`src/rtl/wdog_pkg.sv`:
```
package wdog_pkg;
  localparam int unsigned ADDR_W = 2;

  typedef enum logic [ADDR_W-1:0] {
    REG_CTRL  = 2'd0,
    REG_GUARD = 2'd1,
    REG_KICK  = 2'd2,
    REG_COUNT = 2'd3
  } wdog_reg_e;

  typedef struct packed {
    logic dis;
    logic guard;
  } wdog_cfg_t;
endpackage

```
`src/rtl/wdog_regs.sv`:
```
module wdog_regs
  import wdog_pkg::*;
#(
  parameter int unsigned DATA_W = 8
) (
  input  logic              clk,
  input  logic              rst,
  input  logic              wr_en,
  input  logic [ADDR_W-1:0] wr_addr,
  input  logic [DATA_W-1:0] wr_data,
  output wdog_cfg_t         cfg,
  output logic              kick
);
  logic unused_wr_hi;
  assign unused_wr_hi = ^wr_data[DATA_W-1:1];

  assign kick = wr_en && (wr_addr == REG_KICK);

  always_ff @(posedge clk) begin
    if (rst) begin
      cfg.dis   <= 1'b0;
      cfg.guard <= 1'b1;
    end else if (wr_en) begin
      case (wr_addr)
        REG_CTRL:  cfg.dis <= wr_data[0];
        REG_GUARD: if (wr_data[0]) cfg.guard <= 1'b0;
        default:   ;
      endcase
    end
  end
endmodule

```
`src/rtl/wdog_counter.sv`:
```
module wdog_counter #(
  parameter int unsigned CNT_W = 8
) (
  input  logic             clk,
  input  logic             rst,
  input  logic             run,
  input  logic             kick,
  output logic [CNT_W-1:0] cnt,
  output logic             wrap_pulse
);
  localparam logic [CNT_W-1:0] TOP = {CNT_W{1'b1}};

  always_ff @(posedge clk) begin
    if (rst) begin
      cnt        <= '0;
      wrap_pulse <= 1'b0;
    end else begin
      wrap_pulse <= 1'b0;
      if (kick) begin
        cnt <= '0;
      end else if (run) begin
        if (cnt == TOP) begin
          cnt        <= '0;
          wrap_pulse <= 1'b1;
        end else begin
          cnt <= cnt + 1'b1;
        end
      end
    end
  end
endmodule

```
`src/rtl/wdog_lockout.sv`:
```
module wdog_lockout
  import wdog_pkg::*;
#(
  parameter int unsigned CNT_W  = 8,
  parameter int unsigned DATA_W = 8
) (
  input  logic              clk,
  input  logic              rst,
  input  logic              en,
  input  logic              wr_en,
  input  logic [ADDR_W-1:0] wr_addr,
  input  logic [DATA_W-1:0] wr_data,
  input  logic [ADDR_W-1:0] rd_addr,
  output logic [DATA_W-1:0] rd_data,
  output logic              rst_req
);
  localparam int unsigned PAD_W = DATA_W - 1;

  wdog_cfg_t        cfg;
  logic             kick;
  logic             dis_q;
  logic             guard_q;
  logic             run;
  logic [CNT_W-1:0] cnt;

  wdog_regs #(.DATA_W(DATA_W)) u_regs (
    .clk     (clk),
    .rst     (rst),
    .wr_en   (wr_en),
    .wr_addr (wr_addr),
    .wr_data (wr_data),
    .cfg     (cfg),
    .kick    (kick)
  );

  assign dis_q   = cfg.dis;
  assign guard_q = cfg.guard;
  assign run     = en && !(dis_q && guard_q);

  wdog_counter #(.CNT_W(CNT_W)) u_cnt (
    .clk        (clk),
    .rst        (rst),
    .run        (run),
    .kick       (kick),
    .cnt        (cnt),
    .wrap_pulse (rst_req)
  );

  always_ff @(posedge clk) begin
    if (rst) begin
      rd_data <= '0;
    end else begin
      case (rd_addr)
        REG_CTRL:  rd_data <= {{PAD_W{1'b0}}, dis_q};
        REG_GUARD: rd_data <= {{PAD_W{1'b0}}, guard_q};
        REG_COUNT: rd_data <= DATA_W'(cnt);
        default:   rd_data <= '0;
      endcase
    end
  end
endmodule

```
`config.mk`:
```
export PLATFORM = sky130hd
export DESIGN_NAME = wdog_lockout
export DESIGN_NICKNAME = d
export VERILOG_FILES = /design/src/rtl/wdog_pkg.sv /design/src/rtl/wdog_regs.sv /design/src/rtl/wdog_counter.sv /design/src/rtl/wdog_lockout.sv
export SDC_FILE = /design/constraint.sdc
export NUM_CORES = 1
export LEC_CHECK = 0
export BUFFER_PORTS_ARGS = -buffer_cell sky130_fd_sc_hd__buf_4
export CAP_MARGIN = 20
export CORE_AREA = 2 2 42 44
export DETAILED_ROUTE_END_ITERATION = 10
export DIE_AREA = 0 0 44 46
export PLACE_DENSITY = 0.84
export SYNTH_ARGS = -nofsm -noshare
export SYNTH_HDL_FRONTEND = slang
export SYNTH_SLANG_ARGS = --single-unit
```
`constraint.sdc`:
```
create_clock -name clk -period 3.4 [get_ports clk]
set_input_delay 0.34 -clock clk [delete_from_list [all_inputs] [get_ports clk]]
set_output_delay 0.34 -clock clk [all_outputs]
set_load 0.01 [all_outputs]
```
==> impl_results.html <==
<table>
<tr><th>Metric</th><th>Value</th></tr>
<tr><th colspan="2">Drt</th></tr>
<tr><td>Number of vias after detailed routing</td><td>610</td></tr>
<tr><td>Vias per inst</td><td>5.45</td></tr>
<tr><td>DRT iter0 DRCs</td><td>7</td></tr>
<tr><td>Final wirelength</td><td>1.31 mm</td></tr>
<tr><td>Average wire length per cell after detail routing</td><td>11.7 microns</td></tr>
<tr><td>DRC Markers</td><td>0</td></tr>
<tr><td>Number of routed nets with antenna violations</td><td>0</td></tr>
<tr><td>First drt pass iteration count</td><td>4</td></tr>
<tr><th colspan="2">Clock tree</th></tr>
<tr><td>Num Clock Sinks</td><td>19</td></tr>
<tr><td>TritonCTS clock tree</td><td>built</td></tr>
<tr><td>Cell at the root of the clock tree</td><td>clkbuf_4</td></tr>
<tr><td>CTS Buffer Depth</td><td>2</td></tr>
<tr><td>H-tree depth</td><td>1</td></tr>
<tr><td>Post-CTS resize count</td><td>0</td></tr>
<tr><td>CTS Hold Bufs</td><td>0</td></tr>
<tr><td>Number of clock buffers inserted by TritonCTS</td><td>3</td></tr>
<tr><td>Clock insertion delay at the later pin of the skew report</td><td>0.29 ns</td></tr>
<tr><td># Post-CTS Setup Buffers</td><td>0</td></tr>
<tr><td>Clock slew seen by the registers of the worst setup and hold paths</td><td>0.11 ns</td></tr>
<tr><th colspan="2">STA</th></tr>
<tr><td>Setup Viol. Count Final</td><td>0</td></tr>
<tr><td>Peak Freq</td><td>632 MHz</td></tr>
<tr><td>Unrepaired setup endpoints after global routing</td><td>no</td></tr>
<tr><td>Final clock period utilization by the worst path</td><td>46.5%</td></tr>
<tr><td>Aggregate negative setup slack</td><td>0 ns</td></tr>
<tr><td>Final critical path time including I/O delays and setup</td><td>1.58 ns</td></tr>
<tr><td>Final Skew</td><td>0.00457 ns</td></tr>
<tr><td>Hold violation count in the final report</td><td>0</td></tr>
<tr><td>Relative slew slack</td><td>61.2%</td></tr>
<tr><td>Pins Over Slew Limit</td><td>0</td></tr>
<tr><td>Pin slew with the least headroom to its limit</td><td>0.572 ns</td></tr>
<tr><th colspan="2">Floorplan</th></tr>
<tr><td>Vertical die dimension</td><td>46 microns</td></tr>
<tr><td>Placeable core area</td><td>0.00161 sq mm</td></tr>
<tr><td>Standard-cell rows</td><td>15</td></tr>
<tr><td>I/O pin count</td><td>25</td></tr>
<tr><td>Area of the die</td><td>0.00202 sq mm</td></tr>
<tr><td>Initial Util</td><td>45.3%</td></tr>
<tr><td>Overall die width</td><td>44 microns</td></tr>
<tr><th colspan="2">Flow run</th></tr>
<tr><td>Maxcap violations</td><td>0</td></tr>
<tr><th colspan="2">Min path</th></tr>
<tr><td>Endpoint of the worst hold-timing path</td><td>rd_data[0]</td></tr>
<tr><td>Beginning of the worst hold path</td><td>rst</td></tr>
<tr><td>Hold Path Cell Cnt</td><td>2</td></tr>
<tr><td>Worst min-delay path category</td><td>input pin to flip-flop</td></tr>
<tr><th colspan="2">Setup path</th></tr>
<tr><td>Critical path class</td><td>flip-flop to flip-flop</td></tr>
<tr><td>Critical path peak fanout</td><td>6</td></tr>
<tr><td>Count of cells along the worst register-to-register path</td><td>4</td></tr>
<tr><td>R2R setup slack</td><td>1.82 ns</td></tr>
<tr><td>Worst reg2reg path startpoint</td><td>u_cnt.cnt[0]</td></tr>
<tr><td>Kind of capture point of the worst setup path</td><td>flip-flop</td></tr>
<tr><td>Req. time, crit path</td><td>3.57 ns</td></tr>
<tr><td>Data arrival time at the worst-slack endpoint</td><td>1.75 ns</td></tr>
<tr><td>Endpoint of the worst-slack reg-to-reg timing path</td><td>u_cnt.cnt[0]</td></tr>
<tr><td>Worst setup SP type</td><td>flip-flop</td></tr>
<tr><th colspan="2">Global route</th></tr>
<tr><td>First-pass GRT wire length</td><td>2.13 mm</td></tr>
<tr><td>Pin count of the biggest net entering global routing</td><td>17</td></tr>
<tr><td>Vias in the first global route</td><td>539</td></tr>
<tr><td>Total Routing Usage GR</td><td>14.6%</td></tr>
<tr><td>Grt ovf</td><td>0</td></tr>
<tr><td>Number of antenna violations at the first check in global routing</td><td>0</td></tr>
<tr><th colspan="2">Power</th></tr>
<tr><td>VDD IR-drop max</td><td>0.145 mV</td></tr>
<tr><td>Leakage power summed over all cells</td><td>0.355 nW</td></tr>
<tr><td>Power per Cell Area</td><td>410 mW/mm^2</td></tr>
<tr><th colspan="2">Yosys</th></tr>
<tr><td>Mean Syn Cell Area</td><td>9.74 sq um</td></tr>
<tr><td>Netlist Area Pre-Place</td><td>731 sq um</td></tr>
<tr><td>Portion of synthesized cell area occupied by the leading cell type</td><td>52.1%</td></tr>
<tr><td>Flops &amp; latches, synth</td><td>19</td></tr>
<tr><td>Cell types occupying the most area after synthesis</td><td>dfxtp_1 (52%), and2_1 (5.1%), a21oi_1 (4.1%)</td></tr>
<tr><td>Synthesis Warnings</td><td>0</td></tr>
<tr><td>Synthesized netlist net count</td><td>92</td></tr>
<tr><td>Gate Count Post-Synth</td><td>75</td></tr>
<tr><td>Post-synthesis cell type with the largest combined area</td><td>dfxtp_1</td></tr>
<tr><td>Count of cell types in the netlist</td><td>28</td></tr>
<tr><td>Sequential element share of the synthesized area</td><td>52.1%</td></tr>
<tr><th colspan="2">Final layout</th></tr>
<tr><td>Number of non-filler instances in the completed layout</td><td>112</td></tr>
<tr><td>N_diodes</td><td>0</td></tr>
<tr><td>Final-stage net count</td><td>113</td></tr>
<tr><td>Share of layout cells above drive strength 1</td><td>24.2%</td></tr>
<tr><td>Most used cells in the layout excluding fill and tap cells</td><td>dfxtp_1 (19), buf_4 (17), nor2_1 (6), a21oi_1 (6), and2_1 (6)</td></tr>
<tr><td>Most common cell after layout, fill and taps aside</td><td>dfxtp_1</td></tr>
<tr><td>Area growth, synth to finish</td><td>23.5%</td></tr>
<tr><td>Filler instances</td><td>142</td></tr>
<tr><th colspan="2">Placed design</th></tr>
<tr><td>Routability-driven placement congestion ratio</td><td>0.720</td></tr>
<tr><td>Number of placed instances, taps included</td><td>108</td></tr>
<tr><td>Count of buffers from port buffering</td><td>17</td></tr>
<tr><td>Half-perimeter wire length after detailed placement</td><td>988 microns</td></tr>
<tr><th colspan="2">Status</th></tr>
<tr><td>Outcome</td><td>complete, no violations</td></tr>
</table>
-- critical path, stage by stage (launching register included) --
cell	delay, ns
dfxtp_1	0.44
ha_1	0.22
nand3_2	0.14
o311ai_1	0.56
nor2_1	0.10
-- layer usage --
metal	global-route usage (%)	wire length, microns
met5	0	0
met4	9.09	19
met3	3.57	54
met2	23.2	623
met1	17.7	616
-- power by group --
group / switching [mW] / internal, mW / leakage, nW
Combinational: 0.0143 / 0.0149 / 0.184
Clock: 0.0665 / 0.0437 / 0.0177
Sequential: 0.00406 / 0.226 / 0.154
-- registers in the layout, indices dropped and copies added, names as in the netlist --
| name | count |
|---|---|
| rd_data | 8 |
| u_cnt.cnt | 8 |
| u_regs.cfg | 2 |
| u_cnt.wrap_pulse | 1 |
-- how the worst max path moves through the flow --
| stage | startpoint | to | slack, ns | depth (start not counted) |
|---|---|---|---|---|
| 4_1_cts | u_cnt.cnt[0] | u_cnt.cnt[0] | 1.83 | 4 |
| 3_3_place_gp | u_cnt.cnt[0] | u_cnt.cnt[0] | 1.87 | 4 |
| 3_5_place_dp | u_cnt.cnt[0] | u_cnt.cnt[0] | 1.85 | 4 |
| 2_1_floorplan | u_cnt.cnt[0] | u_cnt.cnt[6] | 2.07 | 4 |
| 5_1_grt | u_cnt.cnt[0] | u_cnt.cnt[0] | 1.67 | 4 |
| 6_report | u_cnt.cnt[0] | u_cnt.cnt[0] | 1.82 | 4 |
-- area by class of cell --
class                   instances  area (sq um)  area share [%]
clock inverters                 1          5.00           0.555
clock buffers                   3          22.5            2.50
well taps                      17          21.3            2.36
flip-flops and latches         19           380            42.2
inverters                       3          11.3            1.25
multi-input cells              52           334            37.0
repair buffers                 17           128            14.1
-- through the flow --
stage / setup slack (ns) / hold slack, ns / utilization, % / total power, mW / cell area (sq um)
finish: 1.82 / 0.244 / 55.9 / 0.370 / 902
global route: 1.67 / 0.217 / 55.9 / 0.394 / 902
detailed placement: 1.85 / 0.460 / 54.2 / 0.265 / 875
CTS: 1.83 / 0.226 / 55.9 / 0.377 / 902
global placement: 1.87 / 0.452 / 54.2 / 0.264 / 875
floorplan: 2.07 / 0.412 / - / 0.251 / 731
-- Yosys cell counts --
| library cell | count |
|---|---|
| a21o_1 | 1 |
| mux2i_1 | 2 |
| a22oi_1 | 1 |
| nor3_1 | 1 |
| a21oi_1 | 6 |
| nand3_1 | 2 |
| o21ai_1 | 2 |
| a21bo_2 | 1 |
| dfxtp_1 | 19 |
| nand3b_1 | 1 |
| nand4b_1 | 1 |
| xor2_1 | 1 |
| or3_1 | 3 |
| o311ai_1 | 1 |
| o21ai_0 | 1 |
| nand2_1 | 3 |
| ha_1 | 1 |
| o31ai_1 | 3 |
| mux2_1 | 1 |
| nor2_1 | 6 |
| buf_2 | 1 |
| nor4_1 | 1 |
| inv_1 | 3 |
| or4_1 | 3 |
| nand3_2 | 1 |
| nand4_1 | 2 |
| nor3b_1 | 1 |
| and2_1 | 6 |
-- kinds of logic (layout without fill, tap and decap cells) --
kind of cell             after synthesis  after routing  share of synthesized area, %
multiplexers                           3              3                          4.28
XOR/XNOR                               1              1                          1.20
flip-flops                            19             19                          52.1
AND/OR/NAND/NOR                       31             31                          24.7
AO/OA/AOI/OAI                         16             16                          13.9
buffers and inverters                  4             24                          2.23
adder cells (fa/ha/maj)                1              1                          1.71
No activity file was read; power rests on OpenSTA's default activity.
